$ cat src/rtl/line_clamp_gen.sv
module line_clamp_gen #(
  parameter int HI_W  = 6,
  parameter int LO_W  = 8,
  parameter int WID_W = 8,
  parameter int START_RST = 2,
  parameter int WIDTH_RST = 16
) (
  input  logic             clk,
  input  logic             rst_n,
  input  logic             hsync_raw,
  input  logic [HI_W-1:0]  start_hi,
  input  logic [LO_W-1:0]  start_lo,
  input  logic [WID_W-1:0] clamp_width,
  output logic             clamp_en,
  output logic             blk_stb
);
  localparam int CNT_W = HI_W + LO_W;
  localparam logic [CNT_W-1:0] CNT_MAX = '1;

  logic             hs_q, fired;
  logic [CNT_W-1:0] cnt, start_r;
  logic [WID_W-1:0] width_r, rem;
  logic             trail, hit;

  assign trail    = hs_q & ~hsync_raw;
  assign hit      = ~trail & ~fired & (cnt == start_r);
  assign clamp_en = (rem != '0);

  always_ff @(posedge clk or negedge rst_n) begin
    if (!rst_n) begin
      hs_q    <= 1'b0;
      cnt     <= '0;
      fired   <= 1'b0;
      start_r <= CNT_W'(START_RST);
      width_r <= WID_W'(WIDTH_RST);
      rem     <= '0;
      blk_stb <= 1'b0;
    end else begin
      hs_q    <= hsync_raw;
      blk_stb <= hit;
      if (trail) begin
        cnt     <= '0;
        fired   <= 1'b0;
        start_r <= {start_hi, start_lo};
        width_r <= clamp_width;
        rem     <= '0;
      end else begin
        if (cnt != CNT_MAX) cnt <= cnt + 1'b1;
        if (hit) begin
          fired <= 1'b1;
          rem   <= width_r;
        end else if (rem != '0) begin
          rem <= rem - 1'b1;
        end
      end
    end
  end


  stb_single_chk: assert property (@(posedge clk) disable iff (!rst_n)
    blk_stb |=> !blk_stb);


  clamp_opens_on_stb_chk: assert property (@(posedge clk) disable iff (!rst_n)
    $rose(clamp_en) |-> blk_stb);


  clamp_contiguous_chk: assert property (@(posedge clk) disable iff (!rst_n)
    (clamp_en && !blk_stb) |-> $past(clamp_en));


  zero_width_chk: assert property (@(posedge clk) disable iff (!rst_n)
    (hit && width_r == '0) |=> !clamp_en);


  trail_closes_chk: assert property (@(posedge clk) disable iff (!rst_n)
    trail |=> (!clamp_en && !blk_stb));
endmodule

$ cat config.mk
export PLATFORM = sky130hd
export DESIGN_NAME = line_clamp_gen
export DESIGN_NICKNAME = d
export VERILOG_FILES = /design/src/rtl/line_clamp_gen.sv
export SDC_FILE = /design/constraint.sdc
export NUM_CORES = 1
export LEC_CHECK = 0
export ABC_AREA = 1
export CAP_MARGIN = 0
export CORE_MARGIN = 4
export CORE_UTILIZATION = 35
export CTS_CLUSTER_SIZE = 16
export DETAILED_ROUTE_END_ITERATION = 16
export MAX_ROUTING_LAYER = met4
export PLACE_DENSITY = 0.59
export SYNTH_ARGS = -nofsm -noshare
export SYNTH_HDL_FRONTEND = slang
export SYNTH_SLANG_ARGS = --single-unit
export TNS_END_PERCENT = 1
$ cat constraint.sdc
create_clock -name clk -period 4.2 [get_ports clk]
set_input_delay 1.05 -clock clk [delete_from_list [all_inputs] [get_ports clk]]
set_output_delay 1.05 -clock clk [all_outputs]
set_load 0.01 [all_outputs]
==> impl_summary.txt, run 1 <==
----------------------------------------------------
[Clock network]
  Number of buffers inserted by hold repair at cts ... 0
  Clk buf depth ... 2
  Total CTS buffers ... 5
  CTS Root Buffer Type ... sky130_fd_sc_hd__clkbuf_8
  Number of levels in the clock H-tree ... 2
  Clock Latency Late Sink ... around 0.31 ns
  Clock slew at the register clock pins of the worst setup and hold paths ... about 0.10 ns
  Post-cts sizing count ... 0
  TritonCTS clock tree ... built
  Setup Fix Bufs, Post-CTS ... 0
  Clock sink count ... 47

[Global routing]
  First-pass GRT wire length ... approximately 8.9 mm
  Pin count of the biggest net entering global routing ... 48
  Grt ovf ... 0
  Global router's overall resource usage ... 0.132
  Vias in the first global route ... 1,994
  Antenna violations before repair ... 0

[Setup path]
  Critical path destination ... clamp_en
  Worst-case reg-to-reg path depth ... 10
  Required time at the worst-slack endpoint ... around 3.2 ns
  Cell-by-cell listing of the critical path ... inv_1 > ha_1 > inv_1 > nor4_1 > inv_1 > clkdlybuf4s50_1
  Top cell family by delay on the critical path ... buffers and inverters
  R2R Setup Slk ... between 2 and 2.5 ns
  Endpoint of the lowest-slack register-to-register path ... rem[7]$_DFFE_PN0P_
  Slowest cell on crit path ... sky130_fd_sc_hd__nor4_1
  Crit path kind ... reg2out
  Launching instance or port of the critical path ... rem[0]$_DFFE_PN0P_
  Launching element type of the critical path ... flip-flop
  Worst path depth ... 6
  Kind of end point of the critical path ... primary output
  Number of buffers and inverters on the critical path ... 4
  Worst-path fanout max ... 3
  Top cell by count, worst path ... sky130_fd_sc_hd__inv_1
  Slowest stage delay, CP ... 0.57 ns
  WP data arrival ... 2.19 ns
  Worst r2r src ... hs_q$_DFF_PN0_

[Synth]
  Sequential cell area fraction in the yosys report ... 0.476
  Ranking of synthesized cells by area ... sky130_fd_sc_hd__dfrtp_1 45%, sky130_fd_sc_hd__nand2_1 19%, sky130_fd_sc_hd__inv_1 7.3%
  Number of warnings issued by yosys ... 0
  Cell taking the most area after synthesis ... sky130_fd_sc_hd__dfrtp_1
  Per-instance average area after synthesis ... between 7 and 8 um2
  Number of flops mapped to enable cells by yosys ... 0
  Library cell with the highest instance count after synthesis ... sky130_fd_sc_hd__nand2_1
  List of most frequent post-synthesis cells ... 128 x sky130_fd_sc_hd__nand2_1, 48 x sky130_fd_sc_hd__inv_1, 45 x sky130_fd_sc_hd__dfrtp_1
  Fraction of synthesis flops using an asynchronous set or reset pin ... 1.00
  Gate count after technology mapping ... between 300 and 400
  Primary flip-flop cell chosen by synthesis mapping ... sky130_fd_sc_hd__dfrtp_1
  Post-synthesis cell type count ... 29
  Post-Synthesis Cell Area ... 2480 um2
  Yosys reg bits ... 47
  Post-Synthesis Net Count ... 357
  Top-area cell type share of the netlist area ... 0.455

[Timing]
  Hold slack final ... roughly 0.48 ns
  Final clock period utilization by the worst path ... 0.771
  Setup repair after global routing missed its margin ... false
  Finish-stage setup viols ... 0
  Final min period ... between 3 and 4 ns
  Setup TNS after final layout ... 0 ns
  Transition time at the pin with the least slew margin ... between 1 and 1.5 ns
  Final clock skew ... 0.0111 ns
  Final hold violation count ... 0
  Slew Limit Fails ... 0
  Fmax ... a little over 0.3 GHz
  Headroom to the max-slew limit ... 0.314

[Routing]
  Via count normalized by instance count ... about 4.4
  Count of vias placed by the detailed router ... about 2,000
  Wire length after detailed routing ... 5.01 mm
  Total DRC errors in the routed layout ... 0
  Antenna viol nets, final ... 0
  Per-cell routed wire length ... around 11 um
  Starting DRC count in detailed routing ... 39
  DR pass1 iterations ... 4

[Floorplanning]
  Area of the core ... just under 7000 um2
  Die X-Extent ... 92.1 um
  Floorplan die height ... slightly above 90 um
  Initial Util ... 0.363
  Rows ... 30
  Area of the die ... 8490 um2
  Number of primary I/O pins ... 27

[Hold path]
  Instance count along the most critical hold path ... 2
  Worst Hold Class ... reg2reg

[Final layout]
  Antenna fix cells ... 0
  Combined area of the multi-input logic cells ... between 1000 and 1500 um2
  FF/Latch Area ... about 1200 um2
  Final nets ... 384
  Area added between synthesis and finish ... 18.5%
  Fraction of final layout cells sized beyond drive strength 1 ... 0.0644
  Final-layout fill cell count ... around 700

[Place]
  RD Place Congestion ... roughly 0.84
  Half-perimeter wire length after detailed placement ... around 3.6 mm
  Port Buf Inserts ... 26

[Power and ir drop]
  PwrDens ... ~450 nW/um2
  Reported leakage power ... ~0.0015 uW
  IR drop worst, VDD ... roughly 190 uV

[Flow run]
  Number of violations of the max-capacitance limit ... 0

[Status]
  Status ... finished clean

----------------------------------------------------
-- cells in the final DEF, fill, tap and decap left out, drive strengths merged --
master,synthesis,layout
xor2,6,6
dfstp,2,2
clkinv,0,2
o211ai,1,1
xnor2,3,3
clkbuf,6,5
nand4,1,1
clkdlybuf4s50,0,25
nor4,1,1
a21oi,4,4
nor3,6,6
bufinv,0,1
dfrtp,45,45
a22oi,1,1
inv,48,48
ha,3,3
nand3,14,14
nor2,26,26
a31oi,3,3
buf,2,3
nand2,130,130
o21ai,26,26
o31ai,1,1
-- worst min path at each step --
stage,startpoint,to,slack (ns)
after floorplan,width_r[0]$_DFFE_PN0P_,width_r[0]$_DFFE_PN0P_,0.44
after global placement,width_r[0]$_DFFE_PN0P_,width_r[0]$_DFFE_PN0P_,0.46
after detailed placement,width_r[0]$_DFFE_PN0P_,width_r[0]$_DFFE_PN0P_,0.46
after CTS,width_r[0]$_DFFE_PN0P_,width_r[0]$_DFFE_PN0P_,0.49
after global routing,width_r[6]$_DFFE_PN0P_,width_r[6]$_DFFE_PN0P_,0.52
final,width_r[0]$_DFFE_PN0P_,width_r[0]$_DFFE_PN0P_,0.48
-- metrics by stage --
| stage | power [uW] | area [um2] | utilization | instances | worst slack, ns |
|---|---|---|---|---|---|
| global placement | 986 | 2820 | 0.413 | 445 | 1.02 |
| global route | 1420 | 2940 | 0.430 | 453 | 0.824 |
| finish | 1310 | 2940 | 0.430 | 453 | 0.962 |
| floorplan | 873 | 2480 | - | 329 | 1.83 |
| detailed placement | 988 | 2820 | 0.413 | 445 | 0.925 |
| CTS | 1330 | 2940 | 0.430 | 453 | 0.927 |
-- power breakdown --
part / total [uW] / internal [uW] / switching (uW) / leakage (uW)
Sequential: 587 / 527 / 59.8 / 0.000600
Combinational: 394 / 166 / 228 / 0.000834
Clock: 334 / 177 / 156 / 0.0000581
-- registers in the layout, indices dropped and copies added (netlist names) --
signal	count
start_r	14
hs_q	1
width_r	8
fired	1
cnt	14
blk_stb	1
rem	8
-- routing by layer --
metal  track usage  part of all wire  up-vias
met5             -                 0        -
met4        0.0396             0.012        0
met3        0.0312             0.035        5
met2         0.201              0.44       26
met1         0.176              0.51      917
li1              -                 -     1057
-- area by class of cell --
cell class / count / area share
clock buffers: 5 / 0.0234
inverters: 48 / 0.0614
multi-input cells: 226 / 0.366
repair buffers: 28 / 0.0921
flip-flops and latches: 47 / 0.402
clock inverters: 3 / 0.0149
well taps: 96 / 0.0409
-- tightest hold or removal path, stage by stage (launching register included) --
cell and delay (ns):
sky130_fd_sc_hd__dfrtp_1 0.33, sky130_fd_sc_hd__nand2_1 0.06, sky130_fd_sc_hd__nand2_1 0.06
-- cell families (layout without fill, tap and decap cells) --
| group | count (synthesis) | count (layout) | share of synthesized area |
|---|---|---|---|
| buf+inv | 56 | 84 | 0.0909 |
| flops | 47 | 47 | 0.476 |
| simple gates | 178 | 178 | 0.298 |
| xor+xnor | 9 | 9 | 0.0318 |
| compound gates | 36 | 36 | 0.0879 |
| fa+ha+maj | 3 | 3 | 0.0152 |
Note: power is estimated with default switching activity, not from simulation.
==> run 2, diff against run 1 <==
==> constraint.sdc (replaced) <==
create_clock -name clk -period 3.35 [get_ports clk]
set_input_delay 0.8375 -clock clk [delete_from_list [all_inputs] [get_ports clk]]
set_output_delay 0.8375 -clock clk [all_outputs]
set_load 0.01 [all_outputs]
==> run 2 against run 1 <==
Non-clock buffer count rose by 2. First-iteration DRC count rose by 140%. Flip-flop and latch count did not move. Utilization rose by 0.29 points. Design area rose by 0.68%. Global-route usage barely moved. Sequential share of layout area fell by 0.27 points. Largest power group unchanged.
==> impl_summary.txt, run 2 (synthesis results as in run 1) <==
----------------------------------------------------
[Status]
  Status ... finished clean (unchanged)

[Setup path]
  Worst-path fanout max ... 3 (unchanged)
  Launching element type of the critical path ... flip-flop (unchanged)
  Endpoint of the lowest-slack register-to-register path ... cnt[1]$_DFFE_PN0P_ (was rem[7]$_DFFE_PN0P_)
  Kind of end point of the critical path ... primary output (unchanged)
  Crit path kind ... reg2out (unchanged)
  Slowest cell on crit path ... sky130_fd_sc_hd__nor4_1 (unchanged)
  Cell-by-cell listing of the critical path ... inv_1 > ha_1 > inv_1 > nor4_1 > inv_1 > clkdlybuf4s50_1 (unchanged)
  WP data arrival ... 2.17 ns (was 2.19 ns)
  Top cell by count, worst path ... sky130_fd_sc_hd__inv_1 (unchanged)
  Worst r2r src ... cnt[1]$_DFFE_PN0P_ (was hs_q$_DFF_PN0_)
  R2R Setup Slk ... 1.52 ns (was 2.16 ns)
  Required time at the worst-slack endpoint ... 2.51 ns (was 3.15 ns)
  Slowest stage delay, CP ... 0.59 ns (was 0.57 ns)
  Worst-case reg-to-reg path depth ... 8 (was 10)

[Timing]
  Finish-stage setup viols ... 0 (unchanged)
  Setup TNS after final layout ... 0 ns (unchanged)
  Final clock period utilization by the worst path ... 0.899
  Transition time at the pin with the least slew margin ... 0.646 ns (was 1.03 ns)
  Hold slack final ... 0.470 ns (was 0.482 ns)
  Setup repair after global routing missed its margin ... false (unchanged)
  Fmax ... between 0.3 and 0.4 GHz
  Final clock skew ... 0.00878 ns (was 0.0111 ns)
  Final critical-path setup slack ... 0.340 ns (was 0.962 ns)
  Final min period ... between 3 and 4 ns
  Headroom to the max-slew limit ... 0.565 (was 0.314)
  Slew Limit Fails ... 0 (unchanged)
  Final hold violation count ... 0 (unchanged)

[Floorplanning]
  Area of the core ... 6830 um2 (unchanged)
  Initial Util ... 0.363 (unchanged)
  Number of primary I/O pins ... 27 (unchanged)
  Die X-Extent ... 92.1 um (unchanged)
  Area of the die ... 8490 um2 (unchanged)
  Floorplan die height ... 92.1 um (unchanged)
  Rows ... 30 (unchanged)

[Routing]
  Count of vias placed by the detailed router ... 2,029 (was 2,005)
  DR pass1 iterations ... 4 (unchanged)
  Per-cell routed wire length ... 11.0 um (was 11.1 um)
  Total DRC errors in the routed layout ... 0 (unchanged)
  Antenna viol nets, final ... 0 (unchanged)
  Via count normalized by instance count ... 4.46 (was 4.43)
  Starting DRC count in detailed routing ... 92 (was 39)
  Wire length after detailed routing ... 5.02 mm (was 5.01 mm)

[Power and ir drop]
  Reported leakage power ... 0.00151 uW (was 0.00149 uW)
  IR drop worst, VDD ... 291 uV (was 190 uV)
  PwrDens ... 558 nW/um2 (was 448 nW/um2)

[Clock network]
  TritonCTS clock tree ... built (unchanged)
  Number of buffers inserted by hold repair at cts ... 0 (unchanged)
  Clock sink count ... 47 (unchanged)
  Post-cts sizing count ... 0 (unchanged)
  Total CTS buffers ... 5 (unchanged)
  Clock slew at the register clock pins of the worst setup and hold paths ... 0.09 ns (was 0.10 ns)
  CTS Root Buffer Type ... sky130_fd_sc_hd__clkbuf_8 (unchanged)
  Clk buf depth ... 2 (unchanged)
  Clock Latency Late Sink ... 0.30 ns (was 0.31 ns)
  Number of levels in the clock H-tree ... 2 (unchanged)
  Setup Fix Bufs, Post-CTS ... 0 (unchanged)

[Place]
  Port Buf Inserts ... 26 (unchanged)
  Placement-stage cell area ... 2840 um2 (was 2820 um2)
  Worst setup slack after placement ... 0.656 ns (was 0.925 ns)
  Half-perimeter wire length after detailed placement ... 3.66 mm (was 3.63 mm)
  RD Place Congestion ... 0.834 (was 0.840)

[Final layout]
  Largest regs ... cnt (14), start_r (14) (unchanged)
  Fraction of final layout cells sized beyond drive strength 1 ... 0.0696 (was 0.0644)
  Final-layout fill cell count ... 722 (was 718)
  Area added between synthesis and finish ... 19.3% (was 18.5%)
  Commonest non-fill, non-tap cells in the layout ... 128 x sky130_fd_sc_hd__nand2_1, 48 x sky130_fd_sc_hd__inv_1, 45 x sky130_fd_sc_hd__dfrtp_1 (unchanged)
  Most frequent standard cell in the layout excluding fill and tap cells ... sky130_fd_sc_hd__nand2_1 (unchanged)
  Antenna fix cells ... 0 (unchanged)
  Area of all placed cells without fillers ... 2960 um2 (was 2940 um2)
  Final nets ... 386 (was 384)
  Final Core Density ... 0.433 (was 0.430)

[Flow run]
  Number of violations of the max-capacitance limit ... 0 (unchanged)

[Hold path]
  Worst Hold Class ... in2async (was reg2reg)

[Global routing]
  Vias in the first global route ... 2,049 (was 1,994)
  Pin count of the biggest net entering global routing ... 29 (was 48)
  Global router's overall resource usage ... 0.132 (about the same)
  Grt ovf ... 0 (unchanged)
  First-pass GRT wire length ... 8.90 mm (was 8.87 mm)
  Antenna violations before repair ... 0 (unchanged)

----------------------------------------------------
## run 2: cell types whose count changed in the layout (fill, tap and decap cells not counted)
cell / delta
sky130_fd_sc_hd__clkinv_4: -1
sky130_fd_sc_hd__buf_4: +2
sky130_fd_sc_hd__clkbuf_8: +1
## run 2: cell type report
class	instances	area (um2)	share of cell area
Timing Repair Buffer	30	285	0.0965
Tap cell	96	120	0.0406
Clock buffer	6	82.6	0.0279
Multi-Input combinational cell	226	1070	0.363
Clock inverter	2	35.0	0.0119
Inverter	48	180	0.0610
Sequential cell	47	1180	0.399
## run 2: critical path: cells and delay by family (launching register included)
kind / cells / cell delay, ns
buf+inv: 4 / 0.71
simple gates: 1 / 0.59
flops: 1 / 0.40
fa+ha+maj: 1 / 0.17
## run 2: how the worst max path moves through the flow
stage / start / to / slack (ns) / cells past startpoint
after floorplan: rem[0]$_DFFE_PN0P_ / clamp_en / 1.19 / 5
after global placement: rem[0]$_DFFE_PN0P_ / clamp_en / 0.72 / 6
after detailed placement: rem[0]$_DFFE_PN0P_ / clamp_en / 0.66 / 6
after CTS: rem[0]$_DFFE_PN0P_ / clamp_en / 0.32 / 6
after global routing: rem[0]$_DFFE_PN0P_ / clamp_en / 0.17 / 6
final: rem[0]$_DFFE_PN0P_ / clamp_en / 0.34 / 6
## run 2: through the flow
stage               std cells  power (uW)
floorplan                 329        1090
global placement          447        1220
detailed placement        447        1230
CTS                       455        1670
global route              455        1790
finish                    455        1650
## run 2: per-layer routing
metal | GRT usage | up-vias | share of wire
li1 | - | 1064 | -
met1 | 0.169 | 938 | 0.51
met2 | 0.212 | 22 | 0.45
met3 | 0.0213 | 5 | 0.027
met4 | 0.0520 | 0 | 0.014
met5 | - | - | 0
## run 2: report_power, final
part / total [uW] / internal [uW] / switching, uW
registers: 733 / 660 / 73.1
clock network: 430 / 242 / 188
logic: 485 / 209 / 276
==> run 3, diff against run 2 <==
--- a/config.mk
+++ b/config.mk
@@ -9,10 +9,10 @@
 export CAP_MARGIN = 0
 export CORE_MARGIN = 4
 export CORE_UTILIZATION = 35
-export CTS_CLUSTER_SIZE = 16
 export DETAILED_ROUTE_END_ITERATION = 16
 export MAX_ROUTING_LAYER = met4
 export PLACE_DENSITY = 0.59
+export SLEW_MARGIN = 20
 export SYNTH_ARGS = -nofsm -noshare
 export SYNTH_HDL_FRONTEND = slang
 export SYNTH_SLANG_ARGS = --single-unit
==> results of run 3 <==
Same layout as run 2: the final DEF is identical, and so are final timing and power.
